<file path="config.mk">
export PLATFORM = sky130hd
export DESIGN_NAME = msg_ring_writer
export DESIGN_NICKNAME = d
export VERILOG_FILES = /design/src/rtl/msgring_pkg.sv /design/src/rtl/msgring_regs.sv /design/src/rtl/msgring_ptr.sv /design/src/rtl/msgring_emit.sv /design/src/rtl/msg_ring_writer.sv
export SDC_FILE = /design/constraint.sdc
export NUM_CORES = 1
export LEC_CHECK = 0
export ABC_AREA = 1
export BUFFER_PORTS_ARGS = -buffer_cell sky130_fd_sc_hd__clkbuf_2
export CORE_ASPECT_RATIO = 1.75
export CORE_UTILIZATION = 30
export DETAILED_ROUTE_END_ITERATION = 10
export PLACE_DENSITY = 0.46
export RECOVER_POWER = 25
export SYNTH_ARGS = -nofsm -noshare
export SYNTH_HDL_FRONTEND = slang
export SYNTH_SLANG_ARGS = --single-unit
</file>
<file path="constraint.sdc">
create_clock -name clk -period 7.1 [get_ports clk]
set_input_delay 0.355 -clock clk [delete_from_list [all_inputs] [get_ports clk]]
set_output_delay 0.355 -clock clk [all_outputs]
set_load 0.05 [all_outputs]
</file>
<file path="src/rtl/msgring_pkg.sv">
package msgring_pkg;
  localparam int MSG_W       = 32;
  localparam int ENTRY_BYTES = 16;
  localparam int ENTRY_W     = ENTRY_BYTES * 8;
  localparam int MIN_LOG     = 15;
  localparam int OFF_W       = MIN_LOG + 3;

  typedef enum logic [2:0] {
    RA_CTL    = 3'd0,
    RA_BASE_H = 3'd3,
    RA_BASE_L = 3'd4,
    RA_RDOFF  = 3'd5,
    RA_WROFF  = 3'd6
  } reg_addr_e;

  typedef struct packed {
    logic [1:0] sz;
    logic       stop;
    logic       irq_en;
    logic       full_en;
    logic       en;
  } ctl_t;
endpackage

</file>
<file path="src/rtl/msgring_regs.sv">
module msgring_regs
  import msgring_pkg::*;
#(
  parameter int W   = MSG_W,
  parameter int OW  = OFF_W
) (
  input  logic          clk,
  input  logic          rst_n,
  input  logic          reg_wr,
  input  logic [2:0]    reg_addr,
  input  logic [W-1:0]  reg_wdata,
  output logic [W-1:0]  reg_rdata,
  input  logic [OW-1:0] wr_off,
  input  logic          full,
  input  logic          drop_evt,
  output ctl_t          ctl,
  output logic [2*W-1:0] base,
  output logic [OW-1:0] rd_off,
  output logic [OW-1:0] mask
);
  localparam int STICKY_BIT = 16;
  localparam int FULL_BIT   = 17;

  logic [W-1:0] base_h, base_l;
  logic         dropped;

  always_comb begin
    mask = OW'((OW+1)'(1) << (MIN_LOG + int'(ctl.sz))) - OW'(1);
    mask[3:0] = 4'h0;
  end

  assign base = {base_h, base_l};

  always_ff @(posedge clk) begin
    if (!rst_n) begin
      ctl     <= '0;
      base_h  <= '0;
      base_l  <= '0;
      rd_off  <= '0;
      dropped <= 1'b0;
    end else begin
      if (reg_wr) begin
        case (reg_addr)
          RA_CTL: begin
            ctl.en      <= reg_wdata[0];
            ctl.full_en <= reg_wdata[1];
            ctl.irq_en  <= reg_wdata[3];
            ctl.stop    <= reg_wdata[4];
            ctl.sz      <= reg_wdata[9:8];
          end
          RA_BASE_H: base_h <= reg_wdata;
          RA_BASE_L: base_l <= reg_wdata;
          RA_RDOFF:  rd_off <= reg_wdata[OW-1:0] & mask;
          default: ;
        endcase
      end
      if (drop_evt)
        dropped <= 1'b1;
      else if (reg_wr && reg_addr == RA_CTL && reg_wdata[STICKY_BIT])
        dropped <= 1'b0;
    end
  end

  always_comb begin
    reg_rdata = '0;
    case (reg_addr)
      RA_CTL: begin
        reg_rdata[0]          = ctl.en;
        reg_rdata[1]          = ctl.full_en;
        reg_rdata[3]          = ctl.irq_en;
        reg_rdata[4]          = ctl.stop;
        reg_rdata[9:8]        = ctl.sz;
        reg_rdata[STICKY_BIT] = dropped;
        reg_rdata[FULL_BIT]   = ctl.full_en & full;
      end
      RA_BASE_H: reg_rdata = base_h;
      RA_BASE_L: reg_rdata = base_l;
      RA_RDOFF:  reg_rdata = W'(rd_off);
      RA_WROFF:  reg_rdata = W'(wr_off);
      default:   reg_rdata = '0;
    endcase
  end
endmodule

</file>
<file path="src/rtl/msgring_ptr.sv">
module msgring_ptr
  import msgring_pkg::*;
#(
  parameter int OW = OFF_W
) (
  input  logic          clk,
  input  logic          rst_n,
  input  logic          adv,
  input  logic [OW-1:0] mask,
  input  logic [OW-1:0] rd_off,
  output logic [OW-1:0] wr_off,
  output logic          full,
  output logic          pending
);
  logic [OW-1:0] nxt;

  assign nxt     = (wr_off + OW'(ENTRY_BYTES)) & mask;
  assign full    = (nxt == rd_off);
  assign pending = (wr_off != rd_off);

  always_ff @(posedge clk) begin
    if (!rst_n)   wr_off <= '0;
    else if (adv) wr_off <= nxt;
  end
endmodule

</file>
<file path="src/rtl/msgring_emit.sv">
module msgring_emit
  import msgring_pkg::*;
#(
  parameter int W  = MSG_W,
  parameter int OW = OFF_W,
  parameter int EW = ENTRY_W
) (
  input  logic           clk,
  input  logic           rst_n,
  input  logic           en,
  input  logic           drop_cond,
  input  logic           msg_valid,
  output logic           msg_ready,
  input  logic [W-1:0]   msg_data,
  input  logic [2*W-1:0] base,
  input  logic [OW-1:0]  wr_off,
  output logic           mem_valid,
  input  logic           mem_ready,
  output logic [2*W-1:0] mem_addr,
  output logic [EW-1:0]  mem_data,
  output logic           adv,
  output logic           drop_evt
);
  logic take;

  assign msg_ready = en & ~mem_valid;
  assign take      = msg_valid & msg_ready;
  assign drop_evt  = take & drop_cond;
  assign adv       = mem_valid & mem_ready;

  always_ff @(posedge clk) begin
    if (!rst_n) begin
      mem_valid <= 1'b0;
      mem_addr  <= '0;
      mem_data  <= '0;
    end else if (take && !drop_cond) begin
      mem_valid <= 1'b1;
      mem_addr  <= base + {{(2*W-OW){1'b0}}, wr_off};
      mem_data  <= {{(EW-W){1'b0}}, msg_data};
    end else if (adv) begin
      mem_valid <= 1'b0;
    end
  end
endmodule

</file>
<file path="src/rtl/msg_ring_writer.sv">
module msg_ring_writer
  import msgring_pkg::*;
(
  input  logic          clk,
  input  logic          rst_n,
  input  logic          reg_wr,
  input  logic [2:0]    reg_addr,
  input  logic [31:0]   reg_wdata,
  output logic [31:0]   reg_rdata,
  input  logic          msg_valid,
  output logic          msg_ready,
  input  logic [31:0]   msg_data,
  output logic          mem_valid,
  input  logic          mem_ready,
  output logic [63:0]   mem_addr,
  output logic [127:0]  mem_data,
  output logic          irq
);
  ctl_t             ctl;
  logic [2*MSG_W-1:0] base;
  logic [OFF_W-1:0] rd_off, wr_off, mask;
  logic             full, pending, adv, drop_evt, ctl_en;

  assign ctl_en = ctl.en;
  assign irq    = ctl.en & ctl.irq_en & pending;

  msgring_regs #(.W(MSG_W), .OW(OFF_W)) u_regs (
    .clk(clk), .rst_n(rst_n), .reg_wr(reg_wr), .reg_addr(reg_addr),
    .reg_wdata(reg_wdata), .reg_rdata(reg_rdata), .wr_off(wr_off),
    .full(full), .drop_evt(drop_evt), .ctl(ctl), .base(base),
    .rd_off(rd_off), .mask(mask)
  );

  msgring_ptr #(.OW(OFF_W)) u_ptr (
    .clk(clk), .rst_n(rst_n), .adv(adv), .mask(mask), .rd_off(rd_off),
    .wr_off(wr_off), .full(full), .pending(pending)
  );

  msgring_emit #(.W(MSG_W), .OW(OFF_W), .EW(ENTRY_W)) u_emit (
    .clk(clk), .rst_n(rst_n), .en(ctl.en),
    .drop_cond(ctl.full_en & ctl.stop & full),
    .msg_valid(msg_valid), .msg_ready(msg_ready), .msg_data(msg_data),
    .base(base), .wr_off(wr_off), .mem_valid(mem_valid),
    .mem_ready(mem_ready), .mem_addr(mem_addr), .mem_data(mem_data),
    .adv(adv), .drop_evt(drop_evt)
  );
endmodule

</file>
==> results_dict.tcl, run 1 <==
set metrics [dict create \
    ys_ff_latch 196 \
    synth_top_area_share 0.323 \
    antenna_found_initial 0 \
    synth_mux_area_frac 0 \
    cts_root_buf "clkbuf_16" \
    die_x_um 154 \
    cp_data_required_time_ns 7.46 \
    gp_congestion 0.965 \
    wl_per_cell_um 19.0 \
    io_buffers 202 \
    final_nets 2123 \
    p_per_area_nw_per_um2 192 \
    p_int_uw 1750 \
    slew_headroom -0.725 \
    die_h_um 268 \
    whs_ns 0.157 \
    htree_levels 4 \
    grtUsageTotal 0.234 \
    layout_min_cycle_time_ns 4.19 \
    die_area_um2 41300 \
    drt_pass1_iterations 5 \
    rsz0062_at_grt "no" \
    num_vias 12400 \
    violations "max-capacitance violations, max-slew violations" \
    skew_ns 0.0203 \
    syn2layout_area_growth_pct 12.0 \
    drive_gt1_frac 0.0865 \
    status "finished with violations" \
    cts_tree "yes" \
    async_flop_share 0 \
    setup_violations 0 \
    syn-cell-area_um2 12100 \
    grt_max_degree 195 \
    synth.distinct_cells 37 \
    vias_per_cell 4.89 \
    seqPwrFrac 0.444 \
    cts_sinks 196 \
    synth_edf_count 0 \
    start_util 0.304 \
    ctsHoldBuffers 0 \
    grt_pass1_vias 11900 \
    slew_viol_final 111 \
    fin_crit_sh 0.591 \
    io_pins 299 \
    multi_input_area_um2 6580 \
    hold_path_class "in2reg" \
    finalPower_uw 2610 \
    cts_resized 0 \
    arrival_ns 4.55 \
    drt_iter0_markers 807 \
    post-cts-setup-buffers 0 \
    pwr-share-clk 0.402 \
    grt.overflow.total 0 \
    cap_viol_max_count 2 \
    syn_avg_cell_area_um2 6.41 \
    path_clk_slew_ns 0.09 \
    crit_type "reg2reg" \
    synth_area_leaders "dfxtp_1 32%, nand2_1 12%, a21oi_1 9.1%" \
    synthAdderAreaFrac 0.0192 \
    route.detailed.drc 0 \
    pwr-share-comb 0.155 \
    dpl_cell_area_um2 13100 \
    crit_fanout 91 \
    synth_top_area_cell "dfxtp_1" \
    fmax_mhz 238 \
    sw_frac_of_total 0.332 \
    design_area_um2 13600 \
    cts_made_buffers 17 \
    dp_hpwl_um 37900 \
    syn_inst 1894 \
    ys_warn_count 0 \
    clockBufferDepth 2 \
    vdd_ir_drop_max_uv 122 \
    fill_cells 4596 \
    coreArea_um2 39900 \
    synthSimpleGateAreaFrac 0.300 \
    synth_xor_area_frac 0.0296 \
    synth_ff_type "dfxtp_1" \
    ys_seq_area_frac 0.323 \
    diodes 0 \
    grt_pass1_wl_um 71700 \
    clk_latency_ns 0.47 \
    register_area_um2 3920 \
    finalHoldViolCount 0 \
    synth_compound_gate_area_share 0.162 \
    worstSetupEndpointType "register" \
    fin_tns_setup_ns 0 \
    critPathLaunchType "register" \
    synth_top_family_by_area "simple AND/OR/NAND/NOR gates" \
    rows 97 \
    drt_wl_total_um 48400 \
    r2r_slack_ns 2.91 \
    tightest_slew_ns 2.59 \
    leakage_uw 0.00592 \
    ant_nets 0 \
    power_switching_uw 867 \
]
==> stage by stage <==
stage / util / std cells / setup slack, ns
after floorplan: - / 1989 / 4.52
after global placement: 0.328 / 2509 / 3.02
after detailed placement: 0.328 / 2509 / 2.94
after CTS: 0.343 / 2541 / 2.92
after global routing: 0.341 / 2541 / 2.45
final: 0.341 / 2541 / 2.91
==> metal layers <==
layer | global-route usage | wire [µm]
met5 | 0 | 0
met4 | 0.153 | 3020
met3 | 0.0289 | 1600
met2 | 0.454 | 26200
met1 | 0.231 | 17500
==> state kept, by name, summed over array words and instances (netlist names) <==
signal,cells
u_regs.base_h,32
u_regs.dropped,1
u_emit.mem_data,32
u_regs.rd_off,14
u_emit.mem_valid,1
u_ptr.wr_off,14
u_emit.mem_addr,64
u_regs.ctl,6
u_regs.base_l,32
==> worst max-delay path, cell delays in order, from the launching register on <==
cell and delay (ns):
dfxtp_1 0.36, inv_1 0.08, nor2_1 0.14, ha_1 0.30, inv_1 0.25, nand2_1 0.15
inv_1 0.15, nand3_1 0.14, nand2_1 0.06, nand2_1 0.08, nor2_1 0.05, nand2_1 0.05
nor2_1 0.07, nand3_4 0.31, buf_4 0.74, buf_4 0.72, nand3_1 0.17, nand2_1 0.10
nor2_1 0.05
==> cell usage in the layout (no fill, tap or decap), drive strengths merged, types with 26 or more instances in the layout <==
cell type and count:
nand2 392, inv 237, clkbuf 222, a21oi 221
nand3 200, dfxtp 196, nor2 193, conb 96
o21ai 86, nand4 31, o22ai 26, xor2 26
==> kinds of logic (layout without fill, tap and decap cells) <==
family / count (synthesis) / count (layout)
buf+inv: 418 / 475
simple gates: 855 / 855
compound gates: 365 / 365
xor+xnor: 41 / 41
flops: 196 / 196
fa+ha+maj: 18 / 18
other cells: 1 / 96
==> cell type report <==
| cell class | instances | share of cell area |
|---|---|---|
| clock buffers | 17 | 0.0313 |
| flip-flops and latches | 196 | 0.288 |
| well taps | 495 | 0.0455 |
| multi-input cells | 1375 | 0.484 |
| repair buffers | 212 | 0.0733 |
| inverters | 231 | 0.0637 |
| clock inverters | 15 | 0.0140 |
==> path summary, 6_finish.rpt <==
check,start,endpoint,cells after the start
setup / recovery,u_regs.ctl[4],u_emit.mem_addr[40],18
hold / removal,mem_ready,u_emit.mem_valid,4
setup reg to reg,u_regs.ctl[4],u_emit.mem_addr[40],18
hold reg to reg,u_regs.dropped,u_regs.dropped,2
==> Yosys cell counts, drive strengths merged, types with 7 or more instances <==
| library cell | instances |
|---|---|
| o21ai | 86 |
| clkbuf | 68 |
| a221o | 7 |
| nand3 | 200 |
| nor3 | 17 |
| ha | 17 |
| nand2 | 392 |
| nor4 | 8 |
| buf | 119 |
| inv | 230 |
| xor2 | 26 |
| a21oi | 221 |
| o22ai | 26 |
| nor2 | 193 |
| nand4 | 31 |
| a211oi | 14 |
| xnor2 | 15 |
| dfxtp | 196 |
==> power groups by stage <==
stage	registers [µW]	logic, µW	clock network (µW)
3_5_place_dp	1190	409	0
4_1_cts	1160	410	1080
5_1_grt	1160	435	1120
3_3_place_gp	1190	409	0
6_report	1160	405	1050
2_1_floorplan	1220	299	0
No activity file was read; power rests on OpenSTA's default activity.
==> run 2: changes to the inputs <==
clock period = 4.05 ns   (was 7.1 ns; I/O delays follow)
==> run 2 against run 1 <==
  * The flow still finishes with violations (max-capacitance violations, max-slew violations)
  * Sequential share of layout area fell by 0.42 points
  * Global-route usage increased by 0.77 points
  * Wire length is 3.1% higher
  * Sequential power increased by 75%
  * Combinational power grew 77%
  * Critical path depth down 6
  * Die area did not move
  * Largest cell class unchanged
  * Largest power group unchanged
==> results_dict.tcl, run 2 (synthesis gave the netlist of run 1 again) <==
set metrics [dict create \
    cts_sinks 196 \
    final_common_cell "nand2_1" \
    slew_headroom -0.862 \
    finalPower_uw 4630 \
    crit_type "reg2out" \
    rr_endpoint "u_emit.mem_addr[36]" \
    largest_register_ffs 64 \
    fin_tns_setup_ns 0 \
    p_int_uw 3080 \
    coreArea_um2 39900 \
    die_h_um 268 \
    worst_slack_ns 0.713 \
    violations "max-capacitance violations, max-slew violations" \
    worstHoldStart "reg_wdata[20]" \
    arrival_ns 3.13 \
    hold_path_class "in2reg" \
    pwr-share-comb 0.155 \
    p_per_area_nw_per_um2 335 \
    ant_nets 0 \
    dp_hpwl_um 39700 \
    seqPwrFrac 0.439 \
    cp_data_required_time_ns 3.85 \
    htree_levels 4 \
    grtUsageTotal 0.241 \
    cap_viol_max_count 1 \
    wl_per_cell_um 19.5 \
    die_area_um2 41300 \
    sw_frac_of_total 0.334 \
    power_switching_uw 1550 \
    num_vias 12600 \
    start_util 0.304 \
    post-cts-setup-buffers 0 \
    tightest_slew_ns 2.79 \
    highest-signal-layer "met4" \
    drt_wl_total_um 49800 \
    clk_latency_ns 0.47 \
    dr_wl_met3_um 1680 \
    met2_wirelength_um 26800 \
    met1Wirelength_um 17400 \
    grt_pass1_vias 12000 \
    syn2layout_area_growth_pct 13.7 \
    fin_crit_sh 0.824 \
    diodes 0 \
    antenna_found_initial 0 \
    grt_pass1_wl_um 73500 \
    vias_per_cell 4.94 \
    clockBufferDepth 2 \
    rsz0062_at_grt "no" \
    vdd_ir_drop_max_uv 232 \
    r2r_slack_ns 0.72 \
    path_clk_slew_ns 0.08 \
    rows 97 \
    grt.overflow.total 0 \
    status "finished with violations" \
    finalHoldViolCount 0 \
    final_nets 2138 \
    skew_ns 0.0193 \
    crit_fanout 8 \
    setup_violations 0 \
    hold_path_depth 3 \
    grt_max_degree 103 \
    top_register "u_emit.mem_addr" \
    layout_common_cells "390 x nand2_1, 230 x inv_1, 221 x a21oi_1, 199 x nand3_1, 196 x dfxtp_1" \
    design_area_um2 13800 \
    pwr-share-clk 0.406 \
    io_pins 299 \
    drt_pass1_iterations 5 \
    slew_viol_final 64 \
    min_to "u_regs.base_l[20]" \
    die_x_um 154 \
    io_buffers 202 \
    cts_made_buffers 17 \
    cts_resized 0 \
    utilization 0.346 \
    drive_gt1_frac 0.0995 \
    place_ws_ns 0.785 \
    reg2reg_depth 14 \
    leakage_uw 0.00606 \
    cts_tree "yes" \
    drt_iter0_markers 711 \
    dpl_cell_area_um2 13300 \
    critPathLaunchType "register" \
    cts_root_buf "clkbuf_16" \
    fmax_mhz 300 \
    layout_min_cycle_time_ns 3.34 \
    worstSetupEndpointType "output port" \
    gp_congestion 0.967 \
    r2r_start "u_ptr.wr_off[4]" \
    route.detailed.drc 0 \
]
[run 2: cell count changes in the layout (fill, tap and decap cells not counted), sizes merged]
cell,delta
buf,+16
clkinvlp,+2
dlygate4sd3,+1
clkbuf,-2
clkinv,-4
inv,+2
[run 2: how the worst max path moves through the flow]
stage	slack, ns	cells past startpoint	endpoint	from
final	0.71	12	reg_rdata[17]	u_ptr.wr_off[4]
after detailed placement	0.78	14	u_emit.mem_addr[36]	u_ptr.wr_off[4]
after CTS	0.76	13	reg_rdata[17]	u_ptr.wr_off[6]
after global placement	0.81	14	u_emit.mem_addr[36]	u_ptr.wr_off[4]
after floorplan	1.47	14	u_emit.mem_addr[32]	u_ptr.wr_off[4]
after global routing	0.38	16	u_emit.mem_addr[40]	u_ptr.wr_off[4]
[run 2: routing by layer]
layer  global-route usage  vias up
met5                    0        -
met4                0.192        0
met3               0.0282      116
met2                0.455      420
met1                0.238     5780
li1                     -     6310
[run 2: per-stage QoR]
| stage | instances | hold WS, ns |
|---|---|---|
| after floorplan | 1989 | 0.366 |
| after global placement | 2523 | 0.456 |
| after detailed placement | 2523 | 0.467 |
| after CTS | 2556 | 0.00801 |
| after global routing | 2556 | 0.0156 |
| final | 2556 | 0.0357 |
[run 2: area by class of cell]
class                           count  area [µm²]
Fill cell                        4521       26100
Multi-Input combinational cell   1375        6580
Sequential cell                   196        3920
Timing Repair Buffer              227        1180
Inverter                          231         867
Tap cell                          495         619
Clock buffer                       17         425
Clock inverter                     15         204
[run 2: what timing repair did]
item	CTS	global route
hold endpoints to repair	1	0
hold buffers	1	0
endpoints found under the setup margin	0	0
[run 2: critical path, cell delays in order (launching register included)]
cell	delay (ns)
dfxtp_1	0.51
ha_1	0.25
nand3_1	0.19
inv_1	0.22
xor2_1	0.17
nor2_1	0.12
nand3b_1	0.18
nor2_1	0.15
nand3_1	0.08
nor2_1	0.24
a21oi_1	0.11
nand3_1	0.14
clkbuf_2	0.29
[run 2: power by group through the flow]
stage | Combinational [µW] | Clock [µW] | Sequential (µW)
6_report | 717 | 1880 | 2030
5_1_grt | 770 | 2000 | 2040
4_1_cts | 723 | 1930 | 2030
2_1_floorplan | 525 | 0 | 2140
3_3_place_gp | 720 | 0 | 2080
3_5_place_dp | 722 | 0 | 2080
==> run 3: changes to the inputs <==
ABC_AREA = 0   (was 1)
PLACE_DENSITY = 0.48   (was 0.46)
clock period = 3 ns   (was 4.05 ns; I/O delays follow)
==> run 3 against run 2 <==
  * Register-to-register slack got worse by 0.65 ns
  * Sequential power increased by 32%
  * Clock-buffer cell count unchanged
  * Highest routed layer unchanged
  * The run ends with negative setup slack left
  * Total power increased by 27%
  * Worst hold slack got worse by 0.022 ns
==> results_dict.tcl, run 3 <==
set metrics [dict create \
    drt_wl_total_um 46700 \
    num_vias 11800 \
    synth_compound_gate_area_share 0.233 \
    drive_gt1_frac 0.214 \
    ant_nets 0 \
    place_ws_ns -0.110 \
    ys_seq_area_frac 0.344 \
    synth_top_family_by_area "compound AO/OA/AOI/OAI gates" \
    worstSetupEndpointType "output port" \
    synth_edf_count 0 \
    skew_ns 0.0151 \
    yosysMostFrequentCell "a21oi_1" \
    cp_data_required_time_ns 2.85 \
    route.detailed.drc 0 \
    syn_avg_cell_area_um2 7.72 \
    synthSimpleGateAreaFrac 0.208 \
    syn-cell-area_um2 11400 \
    violations "negative setup slack" \
    synth_mux_area_frac 0.0211 \
    drt_pass1_iterations 5 \
    whs_ns 0.0133 \
    cap_viol_max_count 0 \
    grt.overflow.total 0 \
    cts_sinks 196 \
    top_register "u_emit.mem_addr" \
    leakage_uw 0.00555 \
    cts_tree "yes" \
    finalHoldViolCount 0 \
    rr_endpoint "u_emit.mem_addr[5]" \
    largest_register_ffs 64 \
    slew_headroom 0.520 \
    layout_common_cells "221 x a21oi_1, 210 x nand2_1, 185 x dfxtp_1, 127 x clkbuf_2, 113 x buf_4" \
    io_buffers 202 \
    crit_type "reg2out" \
    grtUsageTotal 0.235 \
    gp_congestion 0.909 \
    min_to "u_regs.base_l[16]" \
    synth.distinct_cells 67 \
    design_area_um2 14800 \
    clockBufferDepth 2 \
    coreArea_um2 37500 \
    arrival_ns 2.95 \
    vdd_ir_drop_max_uv 343 \
    start_util 0.304 \
    r2r_start "u_ptr.wr_off[5]" \
    synth_area_leaders "dfxtp_1 34%, a21oi_1 9.8%, nand2_1 6.9%" \
    wl_per_cell_um 20.6 \
    seqPwrFrac 0.454 \
    fin_crit_sh 1.03 \
    die_h_um 260 \
    grt_max_degree 59 \
    path_clk_slew_ns 0.08 \
    syn_inst 1478 \
    r2r_slack_ns 0.07 \
    synth_ff_type "dfxtp_1" \
    cts_made_buffers 17 \
    worstHoldStart "reg_wdata[16]" \
    drt_iter0_markers 810 \
    diodes 0 \
    setup_violations 1 \
    antenna_found_initial 0 \
    async_flop_share 0 \
    pwr-share-clk 0.410 \
    p_int_uw 4090 \
    slew_viol_final 0 \
    synth_common_cells "224 x a21oi_1, 210 x nand2_1, 196 x dfxtp_1" \
    critPathLaunchType "register" \
    status "finished with violations" \
    worst_slack_ns -0.0962 \
    dpl_cell_area_um2 13200 \
    p_per_area_nw_per_um2 398 \
    reg2reg_depth 14 \
    syn2layout_area_growth_pct 29.8 \
    final_common_cell "a21oi_1" \
    tightest_slew_ns 0.723 \
    ys_ff_latch 196 \
    grt_pass1_wl_um 68200 \
    synth_xor_area_frac 0.0599 \
    fill_cells 3944 \
    grt_pass1_vias 11300 \
    synthAdderAreaFrac 0.0204 \
    sw_frac_of_total 0.307 \
    hold_path_class "in2reg" \
    fin_tns_setup_ns -0.0962 \
    htree_levels 4 \
    pwr-share-comb 0.136 \
    rsz0062_at_grt "yes" \
    synth_top_area_cell "dfxtp_1" \
    rows 94 \
    die_x_um 149 \
    hold_path_depth 3 \
    fmax_mhz 323 \
    synth_top_area_share 0.344 \
    io_pins 299 \
    dp_hpwl_um 34600 \
    cts_root_buf "clkbuf_16" \
    die_area_um2 38800 \
    power_switching_uw 1810 \
    vias_per_cell 5.20 \
    ys_warn_count 0 \
    clk_latency_ns 0.47 \
    layout_min_cycle_time_ns 3.10 \
    final_nets 1868 \
    crit_fanout 12 \
    utilization 0.395 \
]
run 3: cell types whose count changed after synthesis, sizes merged, moves of 19 or more:
cell	previous run	this run
inv	230	13
o22ai	26	2
a211oi	14	37
nand3	200	95
nand2	392	210
nor2	193	69
xnor2	15	58
nor3	17	36
clkbuf	68	95
mux2i	0	24
run 3: logic make-up after synthesis:
group / count (synthesis)
flip-flops: 196
multiplexers: 24
AND/OR/NAND/NOR: 503
buffers and inverters: 230
adder cells (fa/ha/maj): 18
XOR/XNOR: 78
other: 1
AO/OA/AOI/OAI: 428
run 3: final cells by class:
type / instances / area (µm²) / area share
clock buffer: 17 / 425 / 0.0287
clock inverter: 14 / 165 / 0.0112
inverter: 13 / 53.8 / 0.00363
multi-input combinational: 1148 / 6750 / 0.456
sequential: 196 / 3940 / 0.266
tap: 480 / 601 / 0.0406
timing repair buffer: 402 / 2870 / 0.194
run 3: how the worst max path moves through the flow:
stage	slack (ns)	cells past startpoint	endpoint	startpoint
after floorplan	0.17	9	reg_rdata[17]	u_regs.ctl[5]
after global placement	-0.09	12	u_emit.mem_addr[49]	u_ptr.wr_off[7]
after detailed placement	-0.11	12	u_emit.mem_addr[49]	u_ptr.wr_off[5]
after CTS	-0.12	12	reg_rdata[17]	u_regs.ctl[4]
after global routing	-0.20	10	reg_rdata[17]	u_ptr.wr_off[13]
final	-0.1	12	reg_rdata[17]	u_regs.ctl[4]
run 3: power by group through the flow:
| stage | combinational (µW) | clock (µW) | sequential (µW) |
|---|---|---|---|
| after floorplan | 583 | 0 | 2760 |
| after global placement | 725 | 0 | 2740 |
| after detailed placement | 725 | 0 | 2740 |
| after CTS | 799 | 2470 | 2680 |
| after global routing | 849 | 2570 | 2680 |
| final | 802 | 2420 | 2680 |
run 3: metrics by stage:
step / total power, µW / cells
2_1_floorplan: 3340 / 1573
3_3_place_gp: 3460 / 2161
3_5_place_dp: 3460 / 2161
4_1_cts: 5950 / 2259
5_1_grt: 6100 / 2270
6_report: 5900 / 2270
run 3: what timing repair did:
action / CTS / global route
endpoints found under the hold margin: 96 / 0
pin swaps: 6 / 14
resized for setup: 27 / 44
buffers inserted: 5 / 5
setup endpoints to repair: 6 / 98
hold buffers: 61 / 0
cloned: 1 / 6
run 3: worst max-delay path, stage by stage, from the launching register on:
cell	delay (ns)
dfxtp_2	0.35
nor2b_4	0.14
ha_4	0.18
buf_12	0.15
or3_1	0.36
mux2i_2	0.23
xnor2_1	0.17
nand2_1	0.08
nor4_2	0.14
buf_4	0.17
a32o_1	0.17
o21a_1	0.19
buf_12	0.15
run 3: metal layers:
layer  up-vias  track usage  wire length (µm)
met1      5617        0.254             17600
met4         0        0.149              3020
met3       118       0.0312              1990
li1       5592            -                 -
met5         -            0                 0
met2       474        0.424             24100
